### src/rtl/rxp_pkg.sv
package rxp_pkg;

    localparam int unsigned BYTE_W     = 8;
    localparam int unsigned WORD_LANES = 4;
    localparam int unsigned WORD_W     = BYTE_W * WORD_LANES;
    localparam int unsigned POP_W      = $clog2(WORD_LANES + 1);

    typedef logic [BYTE_W-1:0] byte_t;
    typedef logic [WORD_W-1:0] word_t;
    typedef logic [POP_W-1:0]  pop_t;

    // Status byte: upper nibble fixed free-slot code, lower nibble word count
    typedef struct packed {
        logic [3:0] free_code;
        logic [3:0] words;
    } fifo_stat_t;

    // Event/flag bundle carried from the event tracker to the top
    typedef struct packed {
        logic underflow;
        logic data_req;
        logic overflow;
        logic more_req;
    } evt_t;

    function automatic logic [3:0] words_of(input int unsigned n_bytes);
        return 4'((n_bytes + WORD_LANES - 1) / WORD_LANES);
    endfunction

    function automatic int unsigned min_lanes(input int unsigned n_bytes);
        return (n_bytes >= WORD_LANES) ? WORD_LANES : n_bytes;
    endfunction

endpackage

### src/rtl/rxp_byte_ring.sv
module rxp_byte_ring
    import rxp_pkg::*;
#(
    parameter int unsigned DEPTH = 32,
    localparam int unsigned PW   = $clog2(DEPTH),
    localparam int unsigned CW   = $clog2(DEPTH + 1)
) (
    input  logic                     clk,
    input  logic                     rst,
    input  logic                     flush,
    input  logic                     wr_en,
    input  byte_t                    wr_byte,
    input  pop_t                     pop_n,
    output logic [CW-1:0]            count,
    output byte_t [WORD_LANES-1:0]   peek
);

    byte_t          mem [DEPTH];
    logic [PW-1:0]  rd_ptr;
    logic [PW-1:0]  wr_ptr;

    // Storage without reset: contents are only meaningful below count
    always_ff @(posedge clk) begin
        if (wr_en) begin
            mem[wr_ptr] <= wr_byte;
        end
    end

    always_ff @(posedge clk) begin
        if (rst || flush) begin
            rd_ptr <= '0;
            wr_ptr <= '0;
            count  <= '0;
        end else begin
            if (wr_en) begin
                wr_ptr <= wr_ptr + PW'(1);
            end
            rd_ptr <= rd_ptr + PW'(pop_n);
            count  <= count + CW'(wr_en) - CW'(pop_n);
        end
    end

    // Head window: the next WORD_LANES bytes, wrapping on the power-of-two depth
    for (genvar i = 0; i < WORD_LANES; i++) begin : g_peek
        logic [PW-1:0] idx;
        assign idx     = rd_ptr + PW'(i);
        assign peek[i] = mem[idx];
    end

    p_count_bounded_r9: assert property (@(posedge clk) disable iff (rst)
        count <= CW'(DEPTH));

    p_flush_empties_r7: assert property (@(posedge clk) disable iff (rst)
        flush |=> (count == '0));

    p_no_overpop_r3: assert property (@(posedge clk) disable iff (rst)
        CW'(pop_n) <= count);

endmodule

### src/rtl/rxp_packer.sv
module rxp_packer
    import rxp_pkg::*;
#(
    parameter int unsigned CW = 6
) (
    input  logic                     rd_req,
    input  logic [CW-1:0]            count,
    input  byte_t [WORD_LANES-1:0]   peek,
    output pop_t                     pop_n,
    output word_t                    word
);

    pop_t avail;

    always_comb begin
        avail = pop_t'(min_lanes(int'(count)));
        pop_n = rd_req ? avail : '0;
    end

    // Little-endian lane placement; lanes past the available bytes are zero
    for (genvar i = 0; i < WORD_LANES; i++) begin : g_lane
        assign word[i*BYTE_W +: BYTE_W] = (pop_t'(i) < avail) ? peek[i] : '0;
    end

endmodule

### src/rtl/rxp_events.sv
module rxp_events
    import rxp_pkg::*;
(
    input  logic  clk,
    input  logic  rst,
    input  logic  flush,
    input  logic  push_req,
    input  logic  push_ok,
    input  logic  rd_req,
    input  logic  empty_now,
    input  logic  empty_next,
    input  pop_t  pop_n,
    input  logic  xfer_open,
    output evt_t  evt
);

    logic popped;
    assign popped = (pop_n != '0);

    always_ff @(posedge clk) begin
        if (rst) begin
            evt <= '0;
        end else begin
            // underflow: flush clears and wins over a same-cycle empty read
            if (flush) begin
                evt.underflow <= 1'b0;
            end else if (rd_req && empty_now) begin
                evt.underflow <= 1'b1;
            end

            // data request: any accepted byte sets it; draining read clears it
            if (push_ok) begin
                evt.data_req <= 1'b1;
            end else if (popped && empty_next) begin
                evt.data_req <= 1'b0;
            end

            if (push_req && !push_ok && !flush) begin
                evt.overflow <= 1'b1;
            end

            evt.more_req <= popped && xfer_open;
        end
    end

    p_underflow_set_r2: assert property (@(posedge clk) disable iff (rst)
        (rd_req && empty_now && !flush) |=> evt.underflow);

    p_dreq_on_push_r4: assert property (@(posedge clk) disable iff (rst)
        push_ok |=> evt.data_req);

    p_more_req_cause_r8: assert property (@(posedge clk) disable iff (rst)
        $rose(evt.more_req) |-> $past(rd_req && xfer_open));

    p_overflow_sticky_r9: assert property (@(posedge clk) disable iff (rst)
        evt.overflow |=> evt.overflow);

endmodule

### src/rtl/rx_word_packer.sv
module rx_word_packer
    import rxp_pkg::*;
#(
    parameter int unsigned DEPTH     = 32,
    parameter int unsigned FREE_CODE = 8
) (
    input  logic        clk,
    input  logic        rst,
    input  logic        push_valid,
    input  logic [7:0]  push_byte,
    input  logic        rd_strobe,
    output logic [31:0] rd_data,
    output logic [7:0]  fifo_status,
    input  logic        flush,
    input  logic        xfer_open,
    output logic        more_req,
    output logic        evt_underflow,
    output logic        evt_data_req,
    output logic        overflow_seen
);

    localparam int unsigned CW = $clog2(DEPTH + 1);

    logic [CW-1:0]           count;
    byte_t [WORD_LANES-1:0]  peek;
    pop_t                    pop_n;
    word_t                   word;
    logic                    push_ok;
    logic                    empty_now;
    logic                    empty_next;
    fifo_stat_t              stat;
    evt_t                    evt;

    // Accept a byte unless flushing, or full with no read freeing space
    always_comb begin
        push_ok    = push_valid && !flush && ((count < CW'(DEPTH)) || (pop_n != '0));
        empty_now  = (count == '0);
        empty_next = ((count - CW'(pop_n) + CW'(push_ok)) == '0);
        stat.free_code = 4'(FREE_CODE);
        stat.words     = words_of(int'(count));
    end

    rxp_byte_ring #(.DEPTH(DEPTH)) u_ring (
        .clk     (clk),
        .rst     (rst),
        .flush   (flush),
        .wr_en   (push_ok),
        .wr_byte (push_byte),
        .pop_n   (pop_n),
        .count   (count),
        .peek    (peek)
    );

    rxp_packer #(.CW(CW)) u_pack (
        .rd_req (rd_strobe && !flush),
        .count  (count),
        .peek   (peek),
        .pop_n  (pop_n),
        .word   (word)
    );

    rxp_events u_evt (
        .clk        (clk),
        .rst        (rst),
        .flush      (flush),
        .push_req   (push_valid),
        .push_ok    (push_ok),
        .rd_req     (rd_strobe),
        .empty_now  (empty_now),
        .empty_next (empty_next),
        .pop_n      (pop_n),
        .xfer_open  (xfer_open),
        .evt        (evt)
    );

    assign rd_data       = word;
    assign fifo_status   = stat;
    assign more_req      = evt.more_req;
    assign evt_underflow = evt.underflow;
    assign evt_data_req  = evt.data_req;
    assign overflow_seen = evt.overflow;

    p_empty_read_zero_r2: assert property (@(posedge clk) disable iff (rst)
        (rd_strobe && empty_now) |-> (rd_data == '0));

    p_drain_clears_dreq_r5: assert property (@(posedge clk) disable iff (rst)
        (rd_strobe && !flush && !empty_now && empty_next) |=> !evt_data_req);

    p_reset_empties_r10: assert property (@(posedge clk)
        rst |=> (fifo_status[3:0] == 4'd0 && !evt_underflow && !overflow_seen));

endmodule

### config.mk
export PLATFORM = sky130hd
export DESIGN_NAME = rx_word_packer
export DESIGN_NICKNAME = d
export VERILOG_FILES = /design/src/rtl/rxp_pkg.sv /design/src/rtl/rxp_byte_ring.sv /design/src/rtl/rxp_packer.sv /design/src/rtl/rxp_events.sv /design/src/rtl/rx_word_packer.sv
export SDC_FILE = /design/constraint.sdc
export NUM_CORES = 1
export LEC_CHECK = 0
export BUFFER_PORTS_ARGS = -buffer_cell sky130_fd_sc_hd__buf_2
export CAP_MARGIN = 20
export CORE_ASPECT_RATIO = 0.9
export CORE_MARGIN = 3
export CORE_UTILIZATION = 39
export CTS_CLUSTER_SIZE = 20
export DETAILED_ROUTE_END_ITERATION = 8
export HOLD_SLACK_MARGIN = 0.02
export SLEW_MARGIN = 25
export SYNTH_ARGS = -nofsm -noshare
export SYNTH_HDL_FRONTEND = slang
export SYNTH_SLANG_ARGS = --single-unit
### constraint.sdc
create_clock -name clk -period 6.6 [get_ports clk]
set_clock_uncertainty 0.15 [all_clocks]
set_input_delay 0.33 -clock clk [delete_from_list [all_inputs] [get_ports clk]]
set_output_delay 0.33 -clock clk [all_outputs]
set_load 0.05 [all_outputs]
==> results of run 1 <==
area by class of cell:
class,instances,area [um2],share of cell area (%)
Clock buffer,42,912.1,4.694
Clock inverter,20,166.4,0.8564
Inverter,18,67.56,0.3477
Multi-Input combinational cell,835,8810,45.34
Sequential cell,276,8098,41.67
Tap cell,592,740.7,3.812
Timing Repair Buffer,96,636.9,3.278
flip-flops by register name, summed over array words and instances, names as in the netlist:
name	flops
u_evt.evt	4
u_ring.count	6
u_ring.mem	256
u_ring.rd_ptr	5
u_ring.wr_ptr	5
worst register-to-register path: stages, from the launching register on:
cell      delay, ns
dfxtp_1        0.47
inv_1          0.11
ha_1           0.23
and2_1         0.21
o31ai_1        0.41
a21oi_2        0.22
ha_1           0.28
fa_1           0.41
a21o_1         0.17
a21oi_1        0.19
xor2_1         0.20
nor4bb_1       0.36
a311oi_1       0.14
through the flow:
| step | utilization, % | total power, uW | instance area, um2 | cells | setup slack (ns) |
|---|---|---|---|---|---|
| finish | 44.66 | 5230 | 19430 | 1879 | 1.891 |
| global route | 44.66 | 5415 | 19430 | 1879 | 1.679 |
| CTS | 44.50 | 5239 | 19360 | 1878 | 1.949 |
| detailed placement | 41.91 | 3433 | 18230 | 1811 | 2.536 |
| global placement | 41.83 | 3419 | 18200 | 1811 | 2.572 |
| floorplan | - | 2977 | 17400 | 1226 | 2.771 |
layout by cell type, fill, tap and decap left out, drive strengths merged, types with 20 or more instances in the layout:
master	count
edfxtp	256
mux4	192
nand2	166
mux2i	101
buf	91
nor2	63
nand3	52
clkbuf	42
nand4	30
a32oi	27
mux2	26
ha	22
inv	21
dfxtp	20
where the power goes:
| part | switching, uW | internal (uW) | total (uW) |
|---|---|---|---|
| Combinational | 1080 | 396 | 1470 |
| Sequential | 23.8 | 1930 | 1950 |
| Clock | 735 | 1070 | 1800 |
| Total | 1830 | 3400 | 5230 |
timing repair:
action	in CTS	in global routing
hold endpoints to repair	5	0
setup buffers	0	0
hold buffers	5	0
per-layer routing:
layer / wire, um / up-vias
li1: - / 5019
met1: 22050 / 6242
met2: 25780 / 806
met3: 6465 / 109
met4: 1816 / 2
met5: 13 / -
path summary, 6_finish.rpt:
path,to,slack [ns],cells after the start
setup / recovery,rd_data[4],1.89,7
hold / removal,u_ring.mem[14][0],0.14,1
setup reg to reg,u_evt.evt[2],2.94,12
hold reg to reg,u_evt.evt[2],0.37,2
cells by family (layout without fill, tap and decap cells):
family                     count (synthesis)  count (layout)  share of synthesized area [%]
adders and majority gates                 24              24                          1.813
buffers and inverters                    115             176                          3.805
other                                      2               4                        0.04317
DFF                                      276             276                          46.49
xor gates and xnor gates                  24              24                          1.381
muxes                                    319             319                          32.42
AOI/OAI and AO/OA                         91              91                          4.215
and+or+nand+nor                          373             373                          9.832
==> impl_metrics.yaml, run 1 <==
finish:
  nets: 1299
  syn2layout_area_growth_pct: 11.70
  n_fill_cell: 3848
  drive_gt1_share_pct: 30.92
  n_antenna_cell: 0
placement:
  place_congestion: 0.9298
  dp_hpwl_um: 37730
  io_buffers: 53
clocking:
  cts_max_level: 2
  cts_tree: "yes"
  cts_max_path_buffers: 3
  ctsResizeCount: 0
  cts.sinks: 276
  clkLatencyLatePin_ns: 0.54
  root_buffer: "clkbuf_16"
  numCtsBuffers: 34
  clk_pin_slew_worst_paths_ns: 0.05
routing:
  via_per_inst: 6.481
  wire_per_inst_um: 29.87
  drt_iter0_drc: 1633
  drcViolationCount: 0
  vias: 12180
  first_pass_iters: 8
  ant_nets: 0
  wl_um: 56130
setup_path:
  critPathMaxStageDelay_ns: 0.62
  critPathRequiredTime_ns: 6.12
  reg2reg_from: "u_ring.count[5]"
  crit_path_cell_trace: "buf_4 > buf_12 > buf_16 > mux4_2 > mux4_2 > a22o_1 > buf_2"
  cp_num_buf_inv: 4
  arrival_ns: 4.23
  crit_fanout: 103
  path_common_cell: "mux4_2"
  cpLargestDelayFamily: "buffers and inverters"
  path_class: "flop to output pin"
  crit_start: "u_ring.rd_ptr[0]"
  slowest_stage: "buf_4"
  worst_setup_path_end_kind: "output pin"
  critPathLaunchType: "flop"
synthesis:
  synth_area_per_cell_um2: 14.21
  yosys-top-cells-count: "edfxtp_1, mux4_2, nand2_1"
  syn-cell-area_mm2: 0.01740
  synth_top_cell_by_area: "edfxtp_1"
  ys.flop_type: "edfxtp_1"
  async_reset_ff_share_pct: 0
  synth-edff-count: 256
  ys_seq_area_share_pct: 46.49
  ys_warn_count: 0
  yosysMostFrequentCell: "edfxtp_1"
  synth_cell_types: 58
  synthCells: 1224
  synth_top_area_share_pct: 44.19
  synth.ff_latch_count: 276
  ys_top_cells_by_area: "edfxtp_1, mux4_2, mux2i_1, nand2_1, dfxtp_1"
timing:
  setup_violations: 0
  finalSetupTns_ns: 0
  timing.hold.ws_ns: 0.1370
  slew_headroom_pct: 33.47
  period_needed_ns: 4.709
  min_period_over_period_pct: 71.34
  final-hold-violation-count: 0
  maxSlewViolCount: 0
  fmax_ghz: 0.2124
  tightestPinTransition_ns: 0.9919
  rsz0062_at_grt: "false"
power_and_ir_drop:
  max-vdd-ir-drop_uv: 171.6
  p_leak_uw: 0.006075
  powerDensity_mw_per_mm2: 269.1
global_routing:
  grt_max_degree: 157
  use_met3_pct: 6.284
  met2_usage_pct: 37.10
  grt_pass1_vias: 11850
  antenna_found_initial: 2
  grt_pass1_wl_um: 82260
  grtUsageTotal_pct: 23.82
  use_met1_pct: 32.72
  grt.busiest_layer: "met2"
  globalRouteOverflowTotal: 0
floorplan:
  die_h_um: 206.4
  ios: 58
  die_w_um: 228.6
  core-area_mm2: 0.04351
  start_util_pct: 39.98
  rows: 72
  die_area_mm2: 0.04718
run:
  drv_cap: 0
min_path:
  min_path_type: "primary input to flop"
  hold_start: "push_byte[0]"
outcome:
  outcome: "completed"
(Power assumes the default switching activity.)
==> run 2, diff against run 1 <==
--- a/config.mk
+++ b/config.mk
@@ -5,6 +5,7 @@
 export SDC_FILE = /design/constraint.sdc
 export NUM_CORES = 1
 export LEC_CHECK = 0
+export ABC_AREA = 1
 export BUFFER_PORTS_ARGS = -buffer_cell sky130_fd_sc_hd__buf_2
 export CAP_MARGIN = 20
 export CORE_ASPECT_RATIO = 0.9
==> constraint.sdc (replaced) <==
create_clock -name clk -period 4.66 [get_ports clk]
set_clock_uncertainty 0.15 [all_clocks]
set_input_delay 0.233 -clock clk [delete_from_list [all_inputs] [get_ports clk]]
set_output_delay 0.233 -clock clk [all_outputs]
set_load 0.05 [all_outputs]
==> run 2 against run 1 <==
Worst hold slack is essentially flat; routed wire length grew 25%; cell count grew 57%; register-to-register slack lost 1.8 ns; setup slack lost 1.3 ns; synthesized area is essentially flat; combinational power grew 9.5%; via count grew 38%; flip-flop and latch count is the same; critical path type unchanged; critical endpoint is now rd_data[27]; largest cell class is now flip-flops and latches; highest routed layer is now met4.
==> impl_metrics.yaml, run 2 <==
synthesis:
  syn-cell-area_mm2: 0.01740
  ys_warn_count: 0
  synth-edff-count: 256
  synth_cell_types: 36
  synthCells: 2374
  synth.ff_latch_count: 276
  ys_top_cells_by_area: "edfxtp_1, nand2_1, nand3_1, o21ai_0, inv_1"
  synth_area_per_cell_um2: 7.328
  synth_top_area_share_pct: 44.19
  ys_seq_area_share_pct: 46.49
  yosysMostFrequentCell: "nand2_1"
  synth_top_cell_by_area: "edfxtp_1"
  ys.flop_type: "edfxtp_1"
  yosys-top-cells-count: "nand2_1, nand3_1, edfxtp_1"
  async_reset_ff_share_pct: 0
timing:
  slew_headroom_pct: 26.06
  fmax_ghz: 0.2456
  rsz0062_at_grt: "false"
  min_period_over_period_pct: 87.36
  setup_violations: 0
  finalSetupTns_ns: 0
  period_needed_ns: 4.071
  final-hold-violation-count: 0
  tightestPinTransition_ns: 1.098
  maxSlewViolCount: 0
  setup_slack_ns: 0.5889
clocking:
  clk_pin_slew_worst_paths_ns: 0.07
  cts_max_path_buffers: 3
  root_buffer: "clkbuf_16"
  cts_setup_buffers: 0
  cts_hold_buffers: 7
  cts_tree: "yes"
  clkLatencyLatePin_ns: 0.58
  cts_max_level: 1
  numCtsBuffers: 31
  ctsResizeCount: 0
  cts.sinks: 276
finish:
  syn2layout_area_growth_pct: 9.558
  reg.largest.list: "u_ring.mem: 256 flops, u_ring.count: 6 flops"
  largest_register_ff_count: 256
  layout_commonest_cell: "nand2_1"
  fin_util_pct: 43.80
  regMostFlops: "u_ring.mem"
  final_cell_mix: "nand2_1, nand3_1, edfxtp_1"
  drive_gt1_share_pct: 6.531
  n_antenna_cell: 0
  nets: 2375
  n_fill_cell: 4447
setup_path:
  critPathLaunchType: "flop"
  cp-endpoint: "rd_data[27]"
  worst_setup_path_end_kind: "output pin"
  crit_fanout: 66
  critPathRequiredTime_ns: 4.28
  ff2ff_setup_slack_ns: 1.14
  path_class: "flop to output pin"
  reg2regPathDepth: 16
  crit_start: "u_ring.rd_ptr[1]"
  reg2reg_from: "u_ring.count[5]"
  rr_endpoint: "u_evt.evt[2]"
  arrival_ns: 3.69
global_routing:
  grtUsageTotal_pct: 28.86
  grt_pass1_vias: 14940
  antenna_found_initial: 1
  grt_max_degree: 195
  grt_pass1_wl_um: 100400
  globalRouteOverflowTotal: 0
outcome:
  outcome: "completed"
floorplan:
  start_util_pct: 39.98
  ios: 58
  die_area_mm2: 0.04718
  die_w_um: 228.6
  core-area_mm2: 0.04351
  die_h_um: 206.4
  rows: 72
routing:
  wire_per_inst_um: 23.71
  drt_iter0_drc: 2750
  vias: 16750
  wl_um: 69950
  drcViolationCount: 0
  via_per_inst: 5.678
  ant_nets: 0
  first_pass_iters: 6
power_and_ir_drop:
  max-vdd-ir-drop_uv: 407.5
  p_leak_uw: 0.008005
  powerDensity_mw_per_mm2: 357.6
placement:
  io_buffers: 53
  place_congestion: 1.019
  dp_slack_ns: 1.262
  dp_hpwl_um: 49920
run:
  drv_cap: 0
min_path:
  worstHoldPathCells: 1
  min_path_type: "primary input to flop"
-- run 2: worst min-delay path by stage --
stage,endpoint,from
final,u_ring.mem[5][5],push_byte[5]
after global routing,u_ring.mem[11][6],push_byte[6]
after CTS,u_ring.mem[5][5],push_byte[5]
after detailed placement,u_evt.evt[2],rst
after global placement,u_evt.evt[1],u_evt.evt[1]
after floorplan,u_evt.evt[1],rst
-- run 2: area by class of cell --
| cell class | count | area [um2] | share of cell area, % |
|---|---|---|---|
| well taps | 592 | 740.7 | 3.886 |
| clock buffers | 35 | 790.8 | 4.149 |
| inverters | 143 | 546.8 | 2.869 |
| flip-flops and latches | 276 | 8097 | 42.48 |
| clock inverters | 19 | 188.9 | 0.9913 |
| multi-input cells | 1802 | 8059 | 42.28 |
| repair buffers | 83 | 636.9 | 3.341 |
-- run 2: kinds of logic (layout without fill, tap and decap cells) --
kind of cell | after synthesis | in the layout | share of synthesized area, %
DFF | 276 | 276 | 46.49
buffers and inverters | 298 | 280 | 7.394
adders and majority gates | 24 | 24 | 1.812
other | 2 | 4 | 0.04317
AOI/OAI and AO/OA | 305 | 305 | 8.969
muxes | 1 | 1 | 0.05754
and+or+nand+nor | 1457 | 1457 | 34.29
xor gates and xnor gates | 11 | 11 | 0.9422
-- run 2: worst max-delay path: stages, from the launching register on --
cell and delay [ns]:
dfxtp_4 0.64, inv_4 0.26, ha_4 0.31, inv_4 0.47, buf_4 0.35, nand2_1 0.08, nand3_1 0.07, nand3_1 0.07
nand3_1 0.11, nand2_1 0.07, nor2_1 0.29, buf_2 0.33
-- run 2: metal layers --
metal,share of wire [%],global-route usage (%)
met3,10,4.286
met1,46,44.58
met4,3.3,8.837
met2,40,41.30
met5,0,0
-- run 2: power by group --
group	leakage, uW	switching [uW]	internal, uW
logic	0.00506	1240	374
registers	0.00247	24.4	2730
clock network	0.000483	1030	1420
-- run 2: metrics by stage --
stage / cells / total power (uW) / cell area, um2 / hold slack, ns
3_3_place_gp: 2889 / 4387 / 18010 / 0.2840
3_5_place_dp: 2889 / 4385 / 18010 / 0.2930
6_report: 2950 / 6816 / 19060 / 0.1370
4_1_cts: 2950 / 6827 / 19060 / 0.1375
2_1_floorplan: 2376 / 3821 / 17400 / 0.1521
5_1_grt: 2950 / 7028 / 19060 / 0.1737
==> run 3, diff against run 2 <==
--- a/config.mk
+++ b/config.mk
@@ -14,6 +14,7 @@
 export CTS_CLUSTER_SIZE = 20
 export DETAILED_ROUTE_END_ITERATION = 8
 export HOLD_SLACK_MARGIN = 0.02
+export PLACE_DENSITY_LB_ADDON = 0.1
 export SLEW_MARGIN = 25
 export SYNTH_ARGS = -nofsm -noshare
 export SYNTH_HDL_FRONTEND = slang
==> run 3 against run 2 <==
Critical path depth is 2 lower; clock-buffer cell count up 9; setup slack worse by 0.028 ns; maximum frequency is 0.67% lower; global-route usage fell by 0.26 points; first-iteration DRC count shrank 22%; flip-flop and latch count unchanged; clock power up 7%; sequential power about the same; utilization rose by 0.15 points; critical endpoint is now rd_data[15].
==> impl_metrics.yaml, run 3 (synthesis gave the netlist of run 2 again) <==
outcome:
  outcome: "completed"
floorplan:
  core-area_mm2: 0.04351
  die_area_mm2: 0.04718
  start_util_pct: 39.98
  ios: 58
  rows: 72
  die_w_um: 228.6
  die_h_um: 206.4
clocking:
  root_buffer: "clkbuf_16"
  cts_max_level: 2
  ctsResizeCount: 0
  clkLatencyLatePin_ns: 0.56
  cts_max_path_buffers: 3
  clk_pin_slew_worst_paths_ns: 0.06
  cts_tree: "yes"
  cts.sinks: 276
  numCtsBuffers: 34
setup_path:
  critPathLaunchType: "flop"
  crit_path_cell_trace: "ha_1 > xor2_4 > inv_2 > nand3_1 > nand3_1 > nand3_1 > nand2_1 > nor2_1 > buf_2"
  crit_fanout: 55
  cp_num_buf_inv: 2
  reg2regPathDepth: 8
  slowest_stage: "dfxtp_4"
  cpLargestDelayFamily: "simple AND/OR/NAND/NOR gates"
  path_common_cell: "nand3_1"
  arrival_ns: 3.72
  worst_setup_path_end_kind: "output pin"
  path_class: "flop to output pin"
  crit_cells: 9
  critPathMaxStageDelay_ns: 0.72
  critPathRequiredTime_ns: 4.28
placement:
  dp_hpwl_um: 48370
  io_buffers: 53
  place_congestion: 0.9260
  dp_slack_ns: 1.212
finish:
  regMostFlops: "u_ring.mem"
  layout_commonest_cell: "nand2_1"
  n_antenna_cell: 0
  final_cell_mix: "nand2_1, nand3_1, edfxtp_1"
  syn2layout_area_growth_pct: 9.925
  largest_register_ff_count: 256
  nets: 2381
  reg.largest.list: "u_ring.mem: 256 flops, u_ring.count: 6 flops"
  n_fill_cell: 4374
  drive_gt1_share_pct: 7.010
timing:
  rsz0062_at_grt: "false"
  min_period_over_period_pct: 87.96
  slew_headroom_pct: 29.46
  setup_violations: 0
  timing.hold.ws_ns: 0.1530
  fmax_ghz: 0.2440
  finalSetupTns_ns: 0
  period_needed_ns: 4.099
  final-hold-violation-count: 0
  setup_slack_ns: 0.5613
  maxSlewViolCount: 0
  tightestPinTransition_ns: 1.047
global_routing:
  use_met1_pct: 45.29
  met2_usage_pct: 38.85
  grt_max_degree: 132
  globalRouteOverflowTotal: 0
  grt_pass1_wl_um: 97840
  antenna_found_initial: 0
  grt.busiest_layer: "met1"
  use_met3_pct: 6.229
  grt_pass1_vias: 14000
  grtUsageTotal_pct: 28.60
routing:
  via_per_inst: 5.576
  drt_iter0_drc: 2157
  ant_nets: 0
  wire_per_inst_um: 23.34
  vias: 16510
  drcViolationCount: 0
  first_pass_iters: 6
  wl_um: 69070
power_and_ir_drop:
  powerDensity_mw_per_mm2: 361.0
  p_leak_uw: 0.008048
  max-vdd-ir-drop_uv: 360.1
run:
  drv_cap: 0
min_path:
  min_path_type: "primary input to flop"
  worstHoldPathCells: 1
## run 3: timing repair
| item | in CTS | in global routing |
|---|---|---|
| hold buffers | 5 | 0 |
| endpoints found under the hold margin | 12 | 0 |
| setup buffers | 0 | 0 |
## run 3: metal layers
metal | vias to the layer above | part of all wire (%)
met5 | - | 0
met2 | 799 | 39
li1 | 7761 | -
met1 | 7875 | 48
met4 | 0 | 2.1
met3 | 71 | 11
## run 3: through the flow
stage,instance area (um2),std cells,utilization (%),total power (uW)
floorplan,17400,2376,-,3821
global placement,18010,2894,41.39,4326
detailed placement,18010,2894,41.39,4327
CTS,19120,2960,43.95,6927
global route,19120,2960,43.95,7128
finish,19120,2960,43.95,6904
## run 3: final cells by class
type	count	area (um2)	area share (%)
repair buffers	86	615.6	3.219
flip-flops and latches	276	8097	42.34
clock inverters	17	153.9	0.8048
clock buffers	44	908.4	4.750
well taps	592	740.7	3.873
multi-input cells	1802	8061	42.16
inverters	143	546.8	2.859
## run 3: worst register-to-register path, delay by kind of cell, from the launching register on
kind                       cells  cell delay (ns)
adders and majority gates      1             0.19
buffers and inverters          1             0.17
and+or+nand+nor                4             1.67
DFF                            1             0.36
AOI/OAI and AO/OA              2             0.42
## run 3: final timing paths
path / endpoint / slack, ns / startpoint
worst min-delay path: u_ring.mem[1][6] / 0.15 / push_byte[6]
worst max register to register: u_ring.mem[2][0] / 1.31 / u_ring.count[5]
worst max-delay path: rd_data[15] / 0.56 / u_ring.rd_ptr[1]
worst min register to register: u_evt.evt[1] / 0.30 / u_evt.evt[1]
## run 3: power breakdown
part / leakage, uW / internal, uW / switching (uW) / total (uW)
Combinational: 0.00506 / 330 / 1210 / 1540
Sequential: 0.00247 / 2730 / 24.8 / 2750
Clock: 0.000519 / 1500 / 1110 / 2610
